## src/rtl/txq_pkg.sv

```systemverilog
package txq_pkg;
  typedef enum logic {
    TXQ_IDLE = 1'b0,
    TXQ_WAIT = 1'b1
  } txq_state_e;
endpackage

```

## src/rtl/txq_fifo.sv

```systemverilog
module txq_fifo #(
  parameter int W     = 8,
  parameter int DEPTH = 8
) (
  input  logic                       clk,
  input  logic                       rst,
  input  logic                       clr,
  input  logic                       wr_en,
  input  logic [W-1:0]               wr_data,
  input  logic                       rd_en,
  output logic [W-1:0]               rd_data,
  output logic [$clog2(DEPTH):0]     count
);
  localparam int AW = $clog2(DEPTH);
  localparam int CW = AW + 1;

  logic [W-1:0]  mem [DEPTH];
  logic [AW-1:0] wptr, rptr;
  logic          wr_ok, rd_ok;

  assign wr_ok   = wr_en && (count != CW'(DEPTH));
  assign rd_ok   = rd_en && (count != '0);
  assign rd_data = mem[rptr];

  // storage without reset so it maps onto RAM
  always_ff @(posedge clk) begin
    if (wr_ok) mem[wptr] <= wr_data;
  end

  always_ff @(posedge clk) begin
    if (rst || clr) begin
      wptr  <= '0;
      rptr  <= '0;
      count <= '0;
    end else begin
      if (wr_ok) wptr <= wptr + AW'(1);
      if (rd_ok) rptr <= rptr + AW'(1);
      count <= count + CW'(wr_ok) - CW'(rd_ok);
    end
  end
endmodule

```

## src/rtl/txq_timetag.sv

```systemverilog
module txq_timetag #(
  parameter int TS_W = 16
) (
  input  logic            clk,
  input  logic            rst,
  input  logic [1:0]      tt_div,
  output logic [TS_W-1:0] stamp
);
  logic [2:0] pre;
  logic [2:0] mask;
  logic       tick;

  assign mask = 3'((4'd1 << tt_div) - 4'd1);
  assign tick = (pre & mask) == mask;

  always_ff @(posedge clk) begin
    if (rst) begin
      pre   <= '0;
      stamp <= '0;
    end else begin
      pre <= pre + 3'd1;
      if (tick) stamp <= stamp + TS_W'(1);
    end
  end
endmodule

```

## src/rtl/txq_launch_ctrl.sv

```systemverilog
module txq_launch_ctrl
  import txq_pkg::*;
#(
  parameter int TAG_W  = 8,
  parameter int DATA_W = 64,
  parameter int QDEPTH = 8,
  parameter int HDEPTH = 8,
  parameter int TS_W   = 16
) (
  input  logic                      clk,
  input  logic                      rst,
  input  logic                      wr_valid,
  input  logic [TAG_W-1:0]          wr_tag,
  input  logic [DATA_W-1:0]         wr_data,
  input  logic                      pin_txen,
  input  logic                      cfg_cont,
  input  logic                      cfg_single,
  input  logic                      cfg_oneshot,
  input  logic                      cmd_clear,
  input  logic                      cmd_abort,
  input  logic [1:0]                tt_div,
  input  logic                      eng_done_ok,
  input  logic                      eng_arb_lost,
  input  logic                      eng_error,
  output logic                      eng_start,
  output logic                      eng_abort,
  output logic [TAG_W-1:0]          eng_tag,
  output logic [DATA_W-1:0]         eng_data,
  output logic [$clog2(QDEPTH):0]   q_count,
  input  logic                      hist_rd,
  output logic                      hist_valid,
  output logic [TAG_W-1:0]          hist_tag,
  output logic [TS_W-1:0]           hist_stamp
);
  localparam int QW = TAG_W + DATA_W;
  localparam int HW = TAG_W + TS_W;

  txq_state_e              state_q;
  logic                    busy, armed_q;
  logic                    src_cont, no_retry, fail;
  logic                    launch, done_ok, aborted, dropped, retry;
  logic                    q_pop, q_push;
  logic [QW-1:0]           q_head;
  logic [HW-1:0]           h_head;
  logic [$clog2(HDEPTH):0] h_count;
  logic [TS_W-1:0]         stamp;

  assign busy     = (state_q == TXQ_WAIT);
  assign src_cont = pin_txen | cfg_cont;
  assign no_retry = cfg_oneshot & cfg_single;
  assign fail     = (eng_arb_lost | eng_error) & ~eng_done_ok;

  always_comb begin
    launch  = !busy && (q_count != '0) && !cmd_clear &&
              (src_cont || (cfg_single && armed_q));
    aborted = busy && !cmd_clear && cmd_abort;
    done_ok = busy && !cmd_clear && !cmd_abort && eng_done_ok;
    dropped = busy && !cmd_clear && !cmd_abort && fail && no_retry;
    retry   = busy && !cmd_clear && !cmd_abort && fail && !no_retry;
    q_pop   = done_ok | aborted | dropped;
    q_push  = wr_valid & ~cmd_clear;
  end

  always_ff @(posedge clk) begin
    if (rst) begin
      state_q   <= TXQ_IDLE;
      armed_q   <= 1'b1;
      eng_start <= 1'b0;
      eng_abort <= 1'b0;
    end else begin
      if (cmd_clear || q_pop) state_q <= TXQ_IDLE;
      else if (launch)        state_q <= TXQ_WAIT;
      eng_start <= launch | retry;
      eng_abort <= busy & (cmd_clear | cmd_abort);
      if (!cfg_single)              armed_q <= 1'b1;
      else if (launch && !src_cont) armed_q <= 1'b0;
    end
  end

  txq_fifo #(.W(QW), .DEPTH(QDEPTH)) u_msgq (
    .clk     (clk),
    .rst     (rst),
    .clr     (cmd_clear),
    .wr_en   (q_push),
    .wr_data ({wr_tag, wr_data}),
    .rd_en   (q_pop),
    .rd_data (q_head),
    .count   (q_count)
  );

  txq_fifo #(.W(HW), .DEPTH(HDEPTH)) u_hist (
    .clk     (clk),
    .rst     (rst),
    .clr     (1'b0),
    .wr_en   (done_ok),
    .wr_data ({q_head[QW-1 -: TAG_W], stamp}),
    .rd_en   (hist_rd),
    .rd_data (h_head),
    .count   (h_count)
  );

  txq_timetag #(.TS_W(TS_W)) u_tt (
    .clk    (clk),
    .rst    (rst),
    .tt_div (tt_div),
    .stamp  (stamp)
  );

  assign eng_tag    = q_head[QW-1 -: TAG_W];
  assign eng_data   = q_head[DATA_W-1:0];
  assign hist_valid = (h_count != '0);
  assign hist_tag   = h_head[HW-1 -: TAG_W];
  assign hist_stamp = h_head[TS_W-1:0];
endmodule

```

## config.mk

```make
export PLATFORM = sky130hd
export DESIGN_NAME = txq_launch_ctrl
export DESIGN_NICKNAME = d
export VERILOG_FILES = /design/src/rtl/txq_pkg.sv /design/src/rtl/txq_fifo.sv /design/src/rtl/txq_timetag.sv /design/src/rtl/txq_launch_ctrl.sv
export SDC_FILE = /design/constraint.sdc
export NUM_CORES = 1
export LEC_CHECK = 0
export CAP_MARGIN = 20
export CELL_PAD_IN_SITES_DETAIL_PLACEMENT = 1
export CELL_PAD_IN_SITES_GLOBAL_PLACEMENT = 1
export CORE_UTILIZATION = 45
export CTS_CLUSTER_SIZE = 20
export DETAILED_ROUTE_END_ITERATION = 10
export DONT_BUFFER_PORTS = 1
export GPL_ROUTABILITY_DRIVEN = 0
export PLACE_DENSITY = 0.79
export SLEW_MARGIN = 20
export SYNTH_ARGS = -nofsm -noshare
export SYNTH_HDL_FRONTEND = slang
export SYNTH_SLANG_ARGS = --single-unit
export TNS_END_PERCENT = 20
```

## constraint.sdc

```tcl
create_clock -name clk -period 8 [get_ports clk]
set_clock_uncertainty 0.15 [all_clocks]
set_input_delay 0.4 -clock clk [delete_from_list [all_inputs] [get_ports clk]]
set_output_delay 0.4 -clock clk [all_outputs]
set_load 0.01 [all_outputs]
```

==> results of run 1 <==
-- area by class of cell --
type / count / area (um^2) / area share
clock buffers: 108 / 2275 / 0.06266
clock inverters: 50 / 481.7 / 0.01327
flip-flops and latches: 817 / 24060 / 0.6627
multi-input cells: 485 / 7064 / 0.1946
repair buffers: 123 / 1176 / 0.03240
inverters: 19 / 71.32 / 0.001965
diodes: 4 / 10.01 / 0.0002757
well taps: 931 / 1165 / 0.03209
-- power by group --
part | switching [uW] | internal, uW
Combinational | 336 | 290
Sequential | 23.8 | 4710
Clock | 1650 | 2190
-- layout by cell type (no fill, tap or decap), types with 4 or more instances in the layout --
cell and n:
edfxtp_1 768, nand4_1 4, xor2_1 5, mux4_2 192, dlygate4sd3_1 88, clkinvlp_4 5, or4_1 11, nor3_2 8
clkbuf_8 4, clkbuf_16 86, or3b_2 5, inv_1 19, bufinv_16 5, nor2_1 27, clkbuf_1 18, o31ai_1 11
clkinv_1 23, diode_2 4, clkinv_16 4, ha_1 17, buf_4 32, mux2_2 38, xnor2_1 8, nand3_1 9
nand2b_1 5, a21oi_1 24, dfxtp_1 44, nand2_1 16, nor2b_1 6, clkinv_2 11, mux2_4 60
-- worst register-to-register path, delay by kind of cell, from the launching register on --
family        cells  cell delay, ps
flops             1             390
buf+inv           3            1190
simple gates      4            1390
fa+ha+maj         1             210
-- sequential cells by signal, indices dropped and copies added, names as in the netlist, 4 cells and up, named ones only --
signal,count
u_hist.mem,192
u_msgq.mem,576
u_tt.stamp,16
u_msgq.count,4
u_hist.count,4
-- stage by stage --
stage	hold WS, ps	instances	total power (uW)	util
after global placement	295.7	2285	5355	0.4731
after detailed placement	312.8	2285	5383	0.4731
after floorplan	276.0	1386	5262	-
final	87.49	2537	9205	0.5265
after global routing	121.2	2536	9480	0.5265
after CTS	56.74	2532	9289	0.5261
-- final timing paths --
kind	slack, ps	depth (start not counted)	to
worst min register to register	320	2	flop
worst min-delay path	90	5	u_hist.wptr[2]
worst max-delay path	4060	3	eng_tag[7]
worst max register to register	4230	8	u_msgq.mem[6][60]
-- metal layers --
metal | vias to the layer above | share of wire | track usage
met1 | 7621 | 0.39 | 0.2348
met4 | 6 | 0.024 | 0.05965
met2 | 376 | 0.53 | 0.3371
met3 | 99 | 0.057 | 0.04890
met5 | - | 0.00051 | 0
li1 | 6084 | - | -
-- timing repair --
item | in CTS | in global routing
endpoints found under the hold margin | 624 | 0
setup buffers | 0 | 0
hold buffers | 89 | 0
-- logic make-up after synthesis --
logic type / after synthesis / share of synthesized area
AO/OA/AOI/OAI: 47 / 0.009336
XOR/XNOR: 13 / 0.003615
adder cells (fa/ha/maj): 19 / 0.008025
multiplexers: 292 / 0.1801
flip-flops: 817 / 0.7634
buffers and inverters: 84 / 0.01569
AND/OR/NAND/NOR: 114 / 0.01975
-- synthesized netlist by cell type (8+ instances only) --
master    instances  area (um^2)
dfxtp_1          49        980.9
ha_1             17        212.7
edfxtp_1        768        23060
inv_1            19        71.32
buf_2            21        105.1
a21oi_1          24        120.1
or4_1            11        82.58
nor3_1            8        40.04
nand2_1          16        60.06
nand3_1           9        45.04
nor2_1           33        123.9
mux2_4           60        900.9
xnor2_1           8        70.07
o31ai_1          11        82.58
mux2_2           38        427.9
mux4_2          192         4324
clkbuf_1         23        86.33
==> flow_summary_export.csv, run 1 <==
group,metric,value,unit
outcome,status,"finished, final reports clean",
worst_setup_path,cp_cell_sequence,"buf_12, mux4_2, mux2_2",
detailed_routing,postRouteWirelength,68160,um
cts,clkTransAtPathRegs,60,ps
detailed_routing,vias,14190,
die,io_pins,190,
die,row_count,96,
logic_synthesis,ys_ff_latch,817,
worst_setup_path,slowest_stage,"dfxtp_4",
die,coreArea,68950,um^2
detailed_routing,drtPass1Iterations,5,
grt,grt_pass1_vias,15830,
worst_setup_path,critical-path-top-delay-family,"multiplexers",
die,initial_core_util,0.4568,
worst_setup_path,start_kind,"flop",
hold_path,hold_class,"in2reg",
layout,layout-drive-gt1-share,0.2959,
cts,htree_levels,3,
die,dieArea,71050,um^2
worst_setup_path,setup.worst_path.class,"reg2out",
worst_setup_path,crit_path_end_kind,"output port",
sta,rsz0062_at_grt,"false",
power_and_ir_drop,peakVddDrop,0.2262,mV
sta,period_needed,3941,ps
place,port_buffers,0,
grt,antenna_found_initial,7,
place,dpl-instance-area,32620,um^2
layout,num-fill-cells,5960,
layout,area_delta_synth_final,15.26,%
layout,design_area,36300,um^2
worst_setup_path,critPathMaxStageDelay,980,ps
grt,track_usage,0.1929,
detailed_routing,routedWlPerCell,26.87,um
logic_synthesis,async_flop_share,0,
die,die_w,266.5,um
logic_synthesis,ys_warn_count,0,
grt,grt_pass1_wl,101000,um
sta,timing.fmax,253.7,MHz
detailed_routing,drt_iter0_drc,993,
logic_synthesis,yosysUniqueCellTypes,48,
sta,setup_slack,4059,ps
detailed_routing,routed_via_density,5.592,
sta,fin_crit_sh,0.4926,
logic_synthesis,synth_edf_count,768,
cts,cts.repair.resized,0,
worst_setup_path,required,7450,ps
cts,numCtsBuffers,85,
grt,grt_max_degree,99,
worst_setup_path,r2r-start,"u_msgq.count[2]",
sta,finalHoldViolCount,0,
cts,clkSinkCount,817,
logic_synthesis,synth_area_per_cell,22.72,um^2
sta,tns,0,ps
worst_setup_path,critPathBufInv,1,
logic_synthesis,dominantRegCellSynth,"edfxtp_1",
cts,root_buffer,"clkbuf_16",
run,maxCapViolCount,0,
hold_path,hold_path_startpoint,"cmd_abort",
power_and_ir_drop,cellLeakagePower,0.01140,uW
place,post-dp-hpwl,37530,um
sta,slew_violations,0,
detailed_routing,drc_errors,0,
logic_synthesis,synthCells,1386,
cts,insertion_delay,630,ps
sta,slew_headroom,0.3439,
cts,clock_path_buffers,3,
sta,worst_pin_slew,984.1,ps
die,dieHeight,266.5,um
logic_synthesis,syn_area,31490,um^2
sta,setup_viol,0,
layout,nets,1637,
grt,grt_overflow_total,0,
worst_setup_path,crit_arrival,3390,ps
place,dp_slack,4200,ps
worst_setup_path,crit_fanout,98,
cts,cts_tree,"yes",
logic_synthesis,syn_nets,1492,
logic_synthesis,synth-seq-area-share,0.7634,
detailed_routing,ant_nets,0,
power_and_ir_drop,p_per_area,253.6,nW/um^2
Power figures use the tool's default switching activity.
==> inputs of run 2 (changes only) <==
==> constraint.sdc (replaced) <==
create_clock -name clk -period 3.6 [get_ports clk]
set_clock_uncertainty 0.15 [all_clocks]
set_input_delay 0.18 -clock clk [delete_from_list [all_inputs] [get_ports clk]]
set_output_delay 0.18 -clock clk [all_outputs]
set_load 0.01 [all_outputs]
==> run 2 against run 1 <==
Net effect:
- first-iteration DRC count is 0.70% lower
- critical path depth is 5 higher
- routed wire length is 0.63% higher
- via count is 0.97% higher
- combinational power is 110% higher
- sequential share of layout area is 0.53 points lower
==> flow_summary_export.csv, run 2 (synthesis results as in run 1) <==
group,metric,value,unit
grt,antenna_found_initial,6,
layout,final_cell_mix,"768 x edfxtp_1, 192 x mux4_2, 93 x dlygate4sd3_1",
worst_setup_path,critPathMaxStageDelay,590,ps
outcome,status,"finished, final reports clean",
power_and_ir_drop,peakVddDrop,0.5011,mV
worst_setup_path,slowest_stage,"nor2_4",
detailed_routing,routed_via_density,5.642,
cts,clkSinkCount,817,
worst_setup_path,start_kind,"flop",
cts,insertion_delay,630,ps
detailed_routing,routedWlPerCell,27.01,um
die,coreArea,68950,um^2
cts,cts_hold_buf,94,
worst_setup_path,path_depth,8,
die,row_count,96,
worst_setup_path,setup.worst_path.class,"reg2reg",
worst_setup_path,cp_cell_sequence,"inv_2, ha_1, or3b_2, nand3b_1, inv_1, nand2_1, nor2_4, buf_12",
layout,layout-drive-gt1-share,0.2983,
cts,root_buffer,"clkbuf_16",
run,maxCapViolCount,0,
cts,clkTransAtPathRegs,60,ps
sta,period_needed,3108,ps
die,io_pins,190,
place,dpl-instance-area,32990,um^2
layout,design_area,36600,um^2
die,initial_core_util,0.4568,
cts,cts_tree,"yes",
die,dieHeight,266.5,um
detailed_routing,drt_iter0_drc,986,
worst_setup_path,critPathBufInv,3,
sta,tns,0,ps
worst_setup_path,crit_fanout,26,
layout,max_flop_register,"u_msgq.mem",
layout,num-fill-cells,5960,
layout,layout_commonest_cell,"edfxtp_1",
hold_path,hold_class,"in2reg",
worst_setup_path,crit_arrival,3280,ps
grt,track_usage,0.1964,
cts,numCtsBuffers,86,
power_and_ir_drop,cellLeakagePower,0.01147,uW
cts,htree_levels,3,
detailed_routing,drc_errors,0,
cts,cts.repair.resized,0,
layout,area_delta_synth_final,16.22,%
detailed_routing,ant_nets,0,
sta,setup_viol,0,
detailed_routing,drtPass1Iterations,4,
grt,grt_pass1_wl,102500,um
grt,grt_pass1_vias,15760,
layout,nets,1651,
cts,cts_setup_buffers,0,
sta,slew_violations,0,
sta,hold_slack,29.66,ps
worst_setup_path,required,3780,ps
detailed_routing,vias,14320,
worst_setup_path,reg2reg_depth,8,
sta,slew_headroom,0.4469,
sta,worst_pin_slew,829.7,ps
cts,clock_path_buffers,3,
worst_setup_path,crit_path_end_kind,"flop",
sta,finalHoldViolCount,0,
worst_setup_path,critical-path-top-delay-family,"simple AND/OR/NAND/NOR gates",
die,die_w,266.5,um
grt,grt_overflow_total,0,
hold_path,whs_path_depth,4,
place,post-dp-hpwl,38750,um
place,port_buffers,0,
layout,largest_reg_flops,576,
sta,rsz0062_at_grt,"false",
layout,reg.largest.list,"u_msgq.mem: 576 flops, u_hist.mem: 192 flops, u_tt.stamp: 16 flops",
die,dieArea,71050,um^2
layout,utilization,0.5309,
sta,timing.fmax,321.8,MHz
grt,grt_max_degree,73,
power_and_ir_drop,p_per_area,554.2,nW/um^2
sta,fin_crit_sh,0.8633,
detailed_routing,postRouteWirelength,68590,um
==> run 2: cell types whose count changed in the layout (fill, tap and decap cells not counted), sizes merged, moves of 2 or more <==
cell / previous run / this run
diode: 4 / 2
clkinvlp: 5 / 2
dlygate4sd3: 88 / 93
buf: 35 / 43
clkinv: 40 / 37
clkbuf: 108 / 105
==> run 2: through the flow <==
step / total power (uW) / worst slack, ps / instances
after global placement: 11920 / 527.5 / 2294
after floorplan: 11690 / -888.7 / 1386
after CTS: 20500 / 450.7 / 2537
after global routing: 20930 / 313.8 / 2538
after detailed placement: 12000 / 454.9 / 2294
final: 20280 / 492.3 / 2539
==> run 2: final timing paths <==
path         slack [ps]       startpoint                end
max                 490  u_msgq.count[2]  u_msgq.mem[6][51]
min                  30        cmd_clear     u_hist.wptr[1]
max reg2reg         490  u_msgq.count[2]  u_msgq.mem[6][51]
min reg2reg         350      u_tt.pre[0]        u_tt.pre[0]
==> run 2: worst register-to-register path: cells and delay by family, from the launching register on <==
| kind | cells | cell delay [ps] |
|---|---|---|
| buffers and inverters | 3 | 640 |
| flip-flops | 1 | 360 |
| AND/OR/NAND/NOR | 4 | 1470 |
| adder cells (fa/ha/maj) | 1 | 180 |
==> run 2: power by group <==
group          switching, uW  internal, uW  leakage [uW]
clock                   3620          4710       0.00128
sequential               158         10500       0.00749
combinational            653           673       0.00270
==> run 2: cell type report <==
class | instances | area (um^2) | share of cell area
antenna | 2 | 5.005 | 0.0001367
tap | 931 | 1165 | 0.03183
timing repair buffer | 136 | 1554 | 0.04246
clock inverter | 44 | 431.7 | 0.01179
sequential | 817 | 24060 | 0.6574
multi-input combinational | 485 | 7089 | 0.1937
inverter | 19 | 71.32 | 0.001949
clock buffer | 105 | 2223 | 0.06075
==> run 2: metal layers <==
layer  part of all wire  up-vias  GRT usage
met5            0.00080        -          0
met4              0.021        8    0.05328
met3              0.057      114    0.04567
met2               0.53      396     0.3483
met1               0.39     7694     0.2402
li1                   -     6112          -
